$ cat src/rtl/des_ks_pkg.sv
package des_ks_pkg;

    localparam int KEY_W  = 64;
    localparam int CD_W   = 56;
    localparam int HALF_W = CD_W / 2;
    localparam int RK_W   = 48;
    localparam int ROUNDS = 16;
    localparam int IDX_W  = $clog2(ROUNDS + 1);

    typedef logic [IDX_W-1:0]  idx_t;
    typedef logic [HALF_W-1:0] half_t;
    typedef logic [RK_W-1:0]   rkey_t;

    typedef struct packed {
        half_t c;   // DES bits 1..28 of the reduced key
        half_t d;   // DES bits 29..56
    } halves_t;

    // Selection lists, DES numbering (bit 1 is the MSB)
    localparam int unsigned PC1_SEL [CD_W] = '{
        57, 49, 41, 33, 25, 17,  9,  1, 58, 50, 42, 34, 26, 18,
        10,  2, 59, 51, 43, 35, 27, 19, 11,  3, 60, 52, 44, 36,
        63, 55, 47, 39, 31, 23, 15,  7, 62, 54, 46, 38, 30, 22,
        14,  6, 61, 53, 45, 37, 29, 21, 13,  5, 28, 20, 12,  4
    };

    localparam int unsigned PC2_SEL [RK_W] = '{
        14, 17, 11, 24,  1,  5,  3, 28, 15,  6, 21, 10,
        23, 19, 12,  4, 26,  8, 16,  7, 27, 20, 13,  2,
        41, 52, 31, 37, 47, 55, 30, 40, 51, 45, 33, 48,
        44, 49, 39, 56, 34, 53, 46, 42, 50, 36, 29, 32
    };

    // Rotation amount of a given round (1..16)
    function automatic logic [1:0] shift_of(input idx_t rnd);
        if (rnd == idx_t'(1) || rnd == idx_t'(2) ||
            rnd == idx_t'(9) || rnd == idx_t'(ROUNDS))
            return 2'd1;
        return 2'd2;
    endfunction

    function automatic halves_t reduce_key(input logic [KEY_W-1:0] k);
        logic [CD_W-1:0] v;
        for (int i = 0; i < CD_W; i++)
            v[CD_W-1-i] = k[KEY_W - int'(PC1_SEL[i])];
        return halves_t'(v);
    endfunction

    function automatic rkey_t compress(input halves_t h);
        logic [CD_W-1:0] v;
        rkey_t r;
        v = h;
        for (int i = 0; i < RK_W; i++)
            r[RK_W-1-i] = v[CD_W - int'(PC2_SEL[i])];
        return r;
    endfunction

    function automatic half_t rot_left(input half_t x, input logic [1:0] n);
        case (n)
            2'd1:    return {x[HALF_W-2:0], x[HALF_W-1]};
            2'd2:    return {x[HALF_W-3:0], x[HALF_W-1:HALF_W-2]};
            default: return x;
        endcase
    endfunction

    function automatic half_t rot_right(input half_t x, input logic [1:0] n);
        case (n)
            2'd1:    return {x[0], x[HALF_W-1:1]};
            2'd2:    return {x[1:0], x[HALF_W-1:2]};
            default: return x;
        endcase
    endfunction

endpackage

$ cat src/rtl/des_ks_ctrl.sv
module des_ks_ctrl
    import des_ks_pkg::*;
(
    input  logic clk,
    input  logic rst,
    input  logic load,
    input  logic step,
    input  logic decrypt,
    output idx_t idx,
    output logic valid,
    output logic dir_dec,
    output logic adv
);
    logic pend;

    assign adv = !load && step && valid && (idx < idx_t'(ROUNDS));

    always_ff @(posedge clk) begin
        if (rst) begin
            idx     <= '0;
            valid   <= 1'b0;
            pend    <= 1'b0;
            dir_dec <= 1'b0;
        end else if (load) begin
            idx     <= idx_t'(1);
            valid   <= 1'b0;
            pend    <= 1'b1;
            dir_dec <= decrypt;
        end else if (adv) begin
            idx     <= idx + idx_t'(1);
            valid   <= 1'b0;
            pend    <= 1'b1;
        end else if (pend) begin
            valid   <= 1'b1;
            pend    <= 1'b0;
        end
    end
endmodule

$ cat src/rtl/des_ks_halves.sv
module des_ks_halves
    import des_ks_pkg::*;
(
    input  logic             clk,
    input  logic             rst,
    input  logic             load,
    input  logic             load_dec,
    input  logic [KEY_W-1:0] key_in,
    input  logic             adv,
    input  logic             dir_dec,
    input  idx_t             idx,
    output halves_t          halves
);
    halves_t    reduced;
    halves_t    first_h;
    halves_t    next_h;
    logic [1:0] amt;

    assign reduced = reduce_key(key_in);

    always_comb begin
        // Encryption starts on round 1, decryption on the unrotated round 16
        first_h = reduced;
        if (!load_dec) begin
            first_h.c = rot_left(reduced.c, shift_of(idx_t'(1)));
            first_h.d = rot_left(reduced.d, shift_of(idx_t'(1)));
        end
    end

    always_comb begin
        next_h = halves;
        if (dir_dec) begin
            amt      = shift_of(idx_t'(ROUNDS + 1) - idx);
            next_h.c = rot_right(halves.c, amt);
            next_h.d = rot_right(halves.d, amt);
        end else begin
            amt      = shift_of(idx + idx_t'(1));
            next_h.c = rot_left(halves.c, amt);
            next_h.d = rot_left(halves.d, amt);
        end
    end

    always_ff @(posedge clk) begin
        if (rst)
            halves <= '0;
        else if (load)
            halves <= first_h;
        else if (adv)
            halves <= next_h;
    end
endmodule

$ cat src/rtl/des_ks_out.sv
module des_ks_out
    import des_ks_pkg::*;
(
    input  logic    clk,
    input  logic    rst,
    input  halves_t halves,
    output rkey_t   round_key
);
    always_ff @(posedge clk) begin
        if (rst)
            round_key <= '0;
        else
            round_key <= compress(halves);
    end
endmodule

$ cat src/rtl/des_round_key_seq.sv
module des_round_key_seq
    import des_ks_pkg::*;
(
    input  logic              clk,
    input  logic              rst,
    input  logic [KEY_W-1:0]  key_in,
    input  logic              load,
    input  logic              step,
    input  logic              decrypt,
    output logic [RK_W-1:0]   round_key,
    output logic [IDX_W-1:0]  round_idx,
    output logic              key_valid
);
    idx_t    idx;
    logic    dir_dec;
    logic    adv;
    halves_t halves;

    des_ks_ctrl u_ctrl (
        .clk     (clk),
        .rst     (rst),
        .load    (load),
        .step    (step),
        .decrypt (decrypt),
        .idx     (idx),
        .valid   (key_valid),
        .dir_dec (dir_dec),
        .adv     (adv)
    );

    des_ks_halves u_halves (
        .clk      (clk),
        .rst      (rst),
        .load     (load),
        .load_dec (decrypt),
        .key_in   (key_in),
        .adv      (adv),
        .dir_dec  (dir_dec),
        .idx      (idx),
        .halves   (halves)
    );

    des_ks_out u_out (
        .clk       (clk),
        .rst       (rst),
        .halves    (halves),
        .round_key (round_key)
    );

    assign round_idx = idx;
endmodule

$ cat config.mk
export PLATFORM = sky130hd
export DESIGN_NAME = des_round_key_seq
export DESIGN_NICKNAME = d
export VERILOG_FILES = /design/src/rtl/des_ks_pkg.sv /design/src/rtl/des_ks_ctrl.sv /design/src/rtl/des_ks_halves.sv /design/src/rtl/des_ks_out.sv /design/src/rtl/des_round_key_seq.sv
export SDC_FILE = /design/constraint.sdc
export NUM_CORES = 1
export LEC_CHECK = 0
export BUFFER_PORTS_ARGS = -buffer_cell sky130_fd_sc_hd__buf_2
export CAP_MARGIN = 0
export CORE_MARGIN = 1.5
export CORE_UTILIZATION = 50
export DETAILED_ROUTE_END_ITERATION = 16
export GPL_ROUTABILITY_DRIVEN = 0
export HOLD_SLACK_MARGIN = 0.05
export PLACE_DENSITY = 0.72
export SLEW_MARGIN = 20
export SYNTH_ARGS = -nofsm -noshare
export SYNTH_HDL_FRONTEND = slang
export SYNTH_SLANG_ARGS = --single-unit
$ cat constraint.sdc
create_clock -name clk -period 6.1 [get_ports clk]
set_clock_uncertainty 0.1 [all_clocks]
set_input_delay 0.305 -clock clk [delete_from_list [all_inputs] [get_ports clk]]
set_output_delay 0.305 -clock clk [all_outputs]
set_load 0.005 [all_outputs]
==> impl_metrics.yaml, run 1 <==
global_routing:
  grt_pass1_vias: 6031
  grt_overflow: 0
  grt.total_usage_pct: 23.3
  antenna_found_initial: 0
  grt_pass1_wl_mm: 30.8
  grt_max_degree: 114
yosys:
  synthCells: 862
  synth-seq-area-share_pct: 29.4
  yosysUniqueCellTypes: 37
  syn_avg_cell_area_um2: 8.85
  synth_top_family_by_area: "compound AO/OA/AOI/OAI gates"
  synth_adder_area_share_pct: 0.820
  synthTopCellsByArea: "dfxtp_1 29%, mux2i_1 15%, a211oi_2 13%"
  yosys.area.top_type: "dfxtp_1"
  synth-seq-cells: 112
  synth_compound_area_share_pct: 28.9
  syn_area_um2: 7630
  synth_xor_area_share_pct: 0.459
  synth.yosys.warnings: 0
  synth_nets: 936
  synthSimpleGateAreaFrac_pct: 20.0
  synth_mux_area_share_pct: 14.8
  synth.top_cell.area_share_pct: 29.4
drt:
  drt-pass1-iter-count: 4
  wl_per_cell_um: 16.9
  drt-vias-per-instance: 5.87
  drt_iter0_drc: 520
  ant_nets: 0
  drcViolationCount: 0
  wl_mm: 18.6
  num_vias: 6457
clocking:
  cts_root_buf: "clkbuf_16"
  cts_setup_buffers: 0
  clk_pin_slew_ns: 0.07
  hold_buffers: 0
  clkSinkCount: 112
  worst_skew_pair.late_latency_ns: 0.36
  clock_path_buffers: 2
  h-tree-depth: 3
  cts_resized: 0
  cts_made_buffers: 9
  cts_tree: "done"
critical_path:
  crit_type: "flop to flop"
  cp.arrival_ns: 3.71
  crit_required_ns: 6.23
  startpoint_type: "flop"
  cp-end-kind: "flop"
  worstPathMaxFanout: 57
layout:
  fin_nets: 985
  antenna_cells: 0
  area_growth_pct: 10.2
  drive_gt1_share_pct: 27.1
  final_cells: 1100
  fin_util_pct: 57.2
die:
  die_area_um2: 16000
  core_um2: 14700
  io_pins: 123
  die-width_um: 127
  fp-row-count: 44
  die_h_um: 127
  initial_core_util_pct: 51.9
timing:
  fin_ws_ns: 2.53
  slew_violations: 0
  min_period_over_period_pct: 58.6
  fmax_ghz: 0.280
  fin_tns_setup_ns: 0
  setup_viol: 0
  rsz0062_at_grt: "no"
  period_needed_ns: 3.57
  tightest_slew_ns: 1.03
  max-slew-margin-rel_pct: 31.5
  final_hold_viol_count: 0
job:
  maxCapViolCount: 0
status:
  status: "completed"
power:
  ir_drop_v: 0.000135
  leakagePower_uw: 0.00342
  power.density_nw_per_um2: 223
placement:
  portBuffers: 114
  pre_cts_ws_ns: 2.61
  dp_hpwl_mm: 10.8
  place_inst: 1084
worst_hold_path:
  hold_class: "input pin to flop"
-- critical path: stages (launching register included) --
cell      delay [ns]
dfxtp_1         0.46
inv_1           0.11
ha_1            0.30
nor2b_1         0.17
o211a_1         0.25
o311ai_4        0.28
buf_4           0.50
nand2_2         0.34
buf_4           0.45
a211oi_2        0.34
a211oi_2        0.07
-- cell usage in the layout (no fill, tap or decap), types with 3 or more instances in the layout --
master	n
mux2i_1	113
a211oi_1	31
buf_4	9
ha_1	5
a21oi_1	115
a211oi_2	82
nand2_1	4
buf_2	111
or2_1	32
nor3_1	6
and3_1	57
nor2_1	11
clkbuf_8	4
clkbuf_16	9
o21ai_0	58
nor2b_1	106
dfxtp_1	111
or2_2	24
inv_1	3
-- logic make-up (layout without fill, tap and decap cells) --
group | count (synthesis) | count (layout)
xor+xnor | 4 | 4
fa+ha+maj | 5 | 5
mux | 113 | 113
simple gates | 250 | 250
compound gates | 293 | 293
buf+inv | 85 | 139
flops | 112 | 112
-- Yosys cell counts (all sizes together) --
| cell | number |
|---|---|
| nand3 | 2 |
| nor3 | 7 |
| o21a | 1 |
| xnor2 | 2 |
| or3 | 1 |
| o211a | 1 |
| and3b | 1 |
| a22o | 1 |
| dfxtp | 112 |
| o21ai | 59 |
| nor2 | 11 |
| mux2i | 113 |
| and3 | 57 |
| clkbuf | 46 |
| inv | 3 |
| or2 | 57 |
| nand2b | 1 |
| o311ai | 1 |
| a31oi | 1 |
| nor4 | 1 |
| buf | 36 |
| nor2b | 106 |
| a211oi | 113 |
| a21oi | 115 |
| ha | 5 |
| xor2 | 2 |
| nand4b | 1 |
| nand2 | 5 |
| o211ai | 1 |
-- final cells by class --
| type | count | area, µm² |
|---|---|---|
| clock buffers | 14 | 284 |
| well taps | 184 | 230 |
| clock inverters | 2 | 35.0 |
| fillers | 1303 | 6290 |
| multi-input cells | 665 | 4980 |
| inverters | 3 | 11.3 |
| repair buffers | 120 | 623 |
| flip-flops and latches | 112 | 2250 |
-- state kept, by name, indices dropped and copies added (netlist names) --
signal           count
u_halves.halves     56
u_out.round_key     48
u_ctrl.idx           5
u_ctrl.dir_dec       1
u_ctrl.pend          1
u_ctrl.valid         1
-- metal layers --
metal	global-route usage [%]	share of wire [%]
met1	32.6	49
met2	37.9	47
met3	2.66	3.0
met5	0	0
met4	7.23	1.1
-- through the flow --
stage | cell area, µm² | hold WS [ns] | total power, µW
after floorplan | 7630 | 0.341 | 1150
after global placement | 8090 | 0.348 | 1250
after detailed placement | 8090 | 0.355 | 1250
after CTS | 8410 | 0.179 | 1880
after global routing | 8410 | 0.205 | 1970
final | 8410 | 0.192 | 1870
-- final timing paths --
| path | from | end | slack, ns | cells after the start |
|---|---|---|---|---|
| hold / removal | rst | u_out.round_key[20]$_SDFF_PP0_ | 0.19 | 2 |
| hold reg to reg | u_ctrl.pend$_SDFF_PP0_ | u_ctrl.valid$_SDFFE_PP0P_ | 0.37 | 2 |
| setup reg to reg | u_ctrl.idx[0]$_SDFFE_PP0P_ | u_halves.halves[37]$_SDFFE_PP0P_ | 2.53 | 10 |
| setup / recovery | u_ctrl.idx[0]$_SDFFE_PP0P_ | u_halves.halves[37]$_SDFFE_PP0P_ | 2.53 | 10 |
-- report_power, final --
group	switching [µW]	leakage (µW)	internal, µW	total, µW
clock	272	0.000159	364	636
sequential	69.0	0.000922	782	851
combinational	208	0.00234	178	386
(Power assumes the default switching activity.)
==> inputs of run 2 (changes only) <==
--- a/config.mk
+++ b/config.mk
@@ -12,7 +12,7 @@
 export DETAILED_ROUTE_END_ITERATION = 16
 export GPL_ROUTABILITY_DRIVEN = 0
 export HOLD_SLACK_MARGIN = 0.05
-export PLACE_DENSITY = 0.72
+export PLACE_DENSITY = 0.75
 export SLEW_MARGIN = 20
 export SYNTH_ARGS = -nofsm -noshare
 export SYNTH_HDL_FRONTEND = slang
==> constraint.sdc (replaced) <==
create_clock -name clk -period 2.9 [get_ports clk]
set_clock_uncertainty 0.1 [all_clocks]
set_input_delay 0.145 -clock clk [delete_from_list [all_inputs] [get_ports clk]]
set_output_delay 0.145 -clock clk [all_outputs]
set_load 0.005 [all_outputs]
==> impl_metrics.yaml, run 2 (synthesis gave the netlist of run 1 again) <==
drt:
  drcViolationCount: 0
  num_vias: 6664
  wl_per_cell_um: 17.2
  drt-pass1-iter-count: 5
  ant_nets: 0
  drt_iter0_drc: 546
  wl_mm: 19.2
  drt-vias-per-instance: 5.99
timing:
  final_hold_viol_count: 0
  min_period_over_period_pct: 91.5
  period_needed_ns: 2.65
  tightest_slew_ns: 1.14
  fin_tns_setup_ns: 0
  setup_viol: 0
  slew_violations: 0
  fmax_ghz: 0.377
  max-slew-margin-rel_pct: 23.8
  rsz0062_at_grt: "no"
status:
  status: "completed"
layout:
  mostFrequentLayoutCells: "115 x a21oi_1, 113 x mux2i_1, 111 x buf_2, 111 x dfxtp_1, 106 x nor2b_1"
  top_register: "u_halves.halves"
  largest_reg_flops: 56
  area_growth_pct: 12.5
  reg_top3: "u_halves.halves (56), u_out.round_key (48), u_ctrl.idx (5)"
  final_common_cell: "a21oi_1"
  fin_nets: 999
  antenna_cells: 0
  num-fill-cells: 1294
  drive_gt1_share_pct: 28.0
  final_cells: 1113
clocking:
  cts_resized: 0
  cts_setup_buffers: 0
  clkSinkCount: 112
  cts_root_buf: "clkbuf_16"
  h-tree-depth: 3
  worst_skew_pair.late_latency_ns: 0.36
  clk_pin_slew_ns: 0.08
  hold_buffers: 1
  cts_tree: "done"
  cts_made_buffers: 9
  clock_path_buffers: 2
global_routing:
  antenna_found_initial: 0
  grt_pass1_vias: 6216
  grt_pass1_wl_mm: 31.2
  grt_max_degree: 116
  grt.total_usage_pct: 23.6
  grt_overflow: 0
die:
  die_area_um2: 16000
  initial_core_util_pct: 51.9
  die_h_um: 127
  io_pins: 123
  die-width_um: 127
  core_um2: 14700
  fp-row-count: 44
critical_path:
  crit_type: "flop to flop"
  r2r_end: "u_halves.halves[9]$_SDFFE_PP0P_"
  r2r-start: "u_ctrl.idx[1]$_SDFFE_PP0P_"
  ff2ff_setup_slack_ns: 0.25
  cp.arrival_ns: 2.83
  crit_required_ns: 3.07
  startpoint_type: "flop"
  cp-end-kind: "flop"
  worstPathMaxFanout: 28
  rr_worst_depth: 9
job:
  maxCapViolCount: 0
placement:
  portBuffers: 114
  place_inst: 1097
  dp_hpwl_mm: 11.8
power:
  p_clk_share_pct: 34.2
  p_comb_share_pct: 21.4
  p_int_uw: 2810
  power.density_nw_per_um2: 467
  sequentialPowerShare_pct: 44.4
  leakagePower_uw: 0.00351
  switching_power_uw: 1210
  switching_share_pct: 30.0
  ir_drop_v: 0.000353
worst_hold_path:
  min_path_cells: 5
  hold_class: "input pin to flop"
  hold_path_end: "u_ctrl.idx[4]$_SDFFE_PP0P_"
  hold_start: "step"
==> run 2: cell type report <==
type                       instances  area, µm²  share of cell area (%)
sequential                       112       2240                    26.1
multi-input combinational        665       4980                    58.0
tap                              184        230                    2.68
clock buffer                      10        229                    2.67
inverter                           3       11.3                   0.131
clock inverter                     5       88.8                    1.03
timing repair buffer             134        806                    9.39
==> run 2: worst max path at each step <==
stage,from,end,slack [ns],depth (start not counted)
after CTS,u_ctrl.idx[1]$_SDFFE_PP0P_,u_halves.halves[5]$_SDFFE_PP0P_,0.24,9
final,u_ctrl.idx[1]$_SDFFE_PP0P_,u_halves.halves[9]$_SDFFE_PP0P_,0.25,9
after detailed placement,u_ctrl.idx[1]$_SDFFE_PP0P_,u_halves.halves[9]$_SDFFE_PP0P_,0.28,9
after global routing,u_ctrl.idx[1]$_SDFFE_PP0P_,u_halves.halves[12]$_SDFFE_PP0P_,0.01,9
after global placement,u_ctrl.idx[1]$_SDFFE_PP0P_,u_halves.halves[15]$_SDFFE_PP0P_,0.31,9
after floorplan,u_ctrl.idx[0]$_SDFFE_PP0P_,u_halves.halves[0]$_SDFFE_PP0P_,0.53,10
==> run 2: critical path, stage by stage, from the launching register on <==
cell	delay (ns)
dfxtp_1	0.44
inv_1	0.14
ha_1	0.29
nor2b_1	0.16
o211a_1	0.25
o311ai_4	0.36
buf_4	0.33
and3_1	0.20
a211oi_1	0.05
a211oi_1	0.24
==> run 2: power by group through the flow <==
stage,combinational [µW],clock (µW),sequential (µW)
after floorplan,651,0,1770
after global placement,838,0,1810
after detailed placement,850,0,1810
after CTS,856,1400,1780
after global routing,935,1450,1800
final,859,1370,1780
==> run 2: per-stage QoR <==
stage	total power, µW	utilization (%)	setup slack (ns)	hold WS (ns)	area, µm²
2_1_floorplan	2420	-	0.535	0.329	7630
3_3_place_gp	2650	56.2	0.310	0.333	8260
3_5_place_dp	2660	56.2	0.277	0.334	8260
4_1_cts	4030	58.4	0.241	0.145	8580
5_1_grt	4190	58.4	0.0144	0.176	8580
6_report	4010	58.4	0.245	0.160	8580
==> run 2: per-layer routing <==
layer / vias to the layer above / GRT usage, % / share of wire (%)
met2: 198 / 36.4 / 46
met1: 3183 / 33.0 / 47
met4: 0 / 7.71 / 1.6
met5: - / 0 / 0
li1: 3260 / - / -
met3: 23 / 4.68 / 5.4
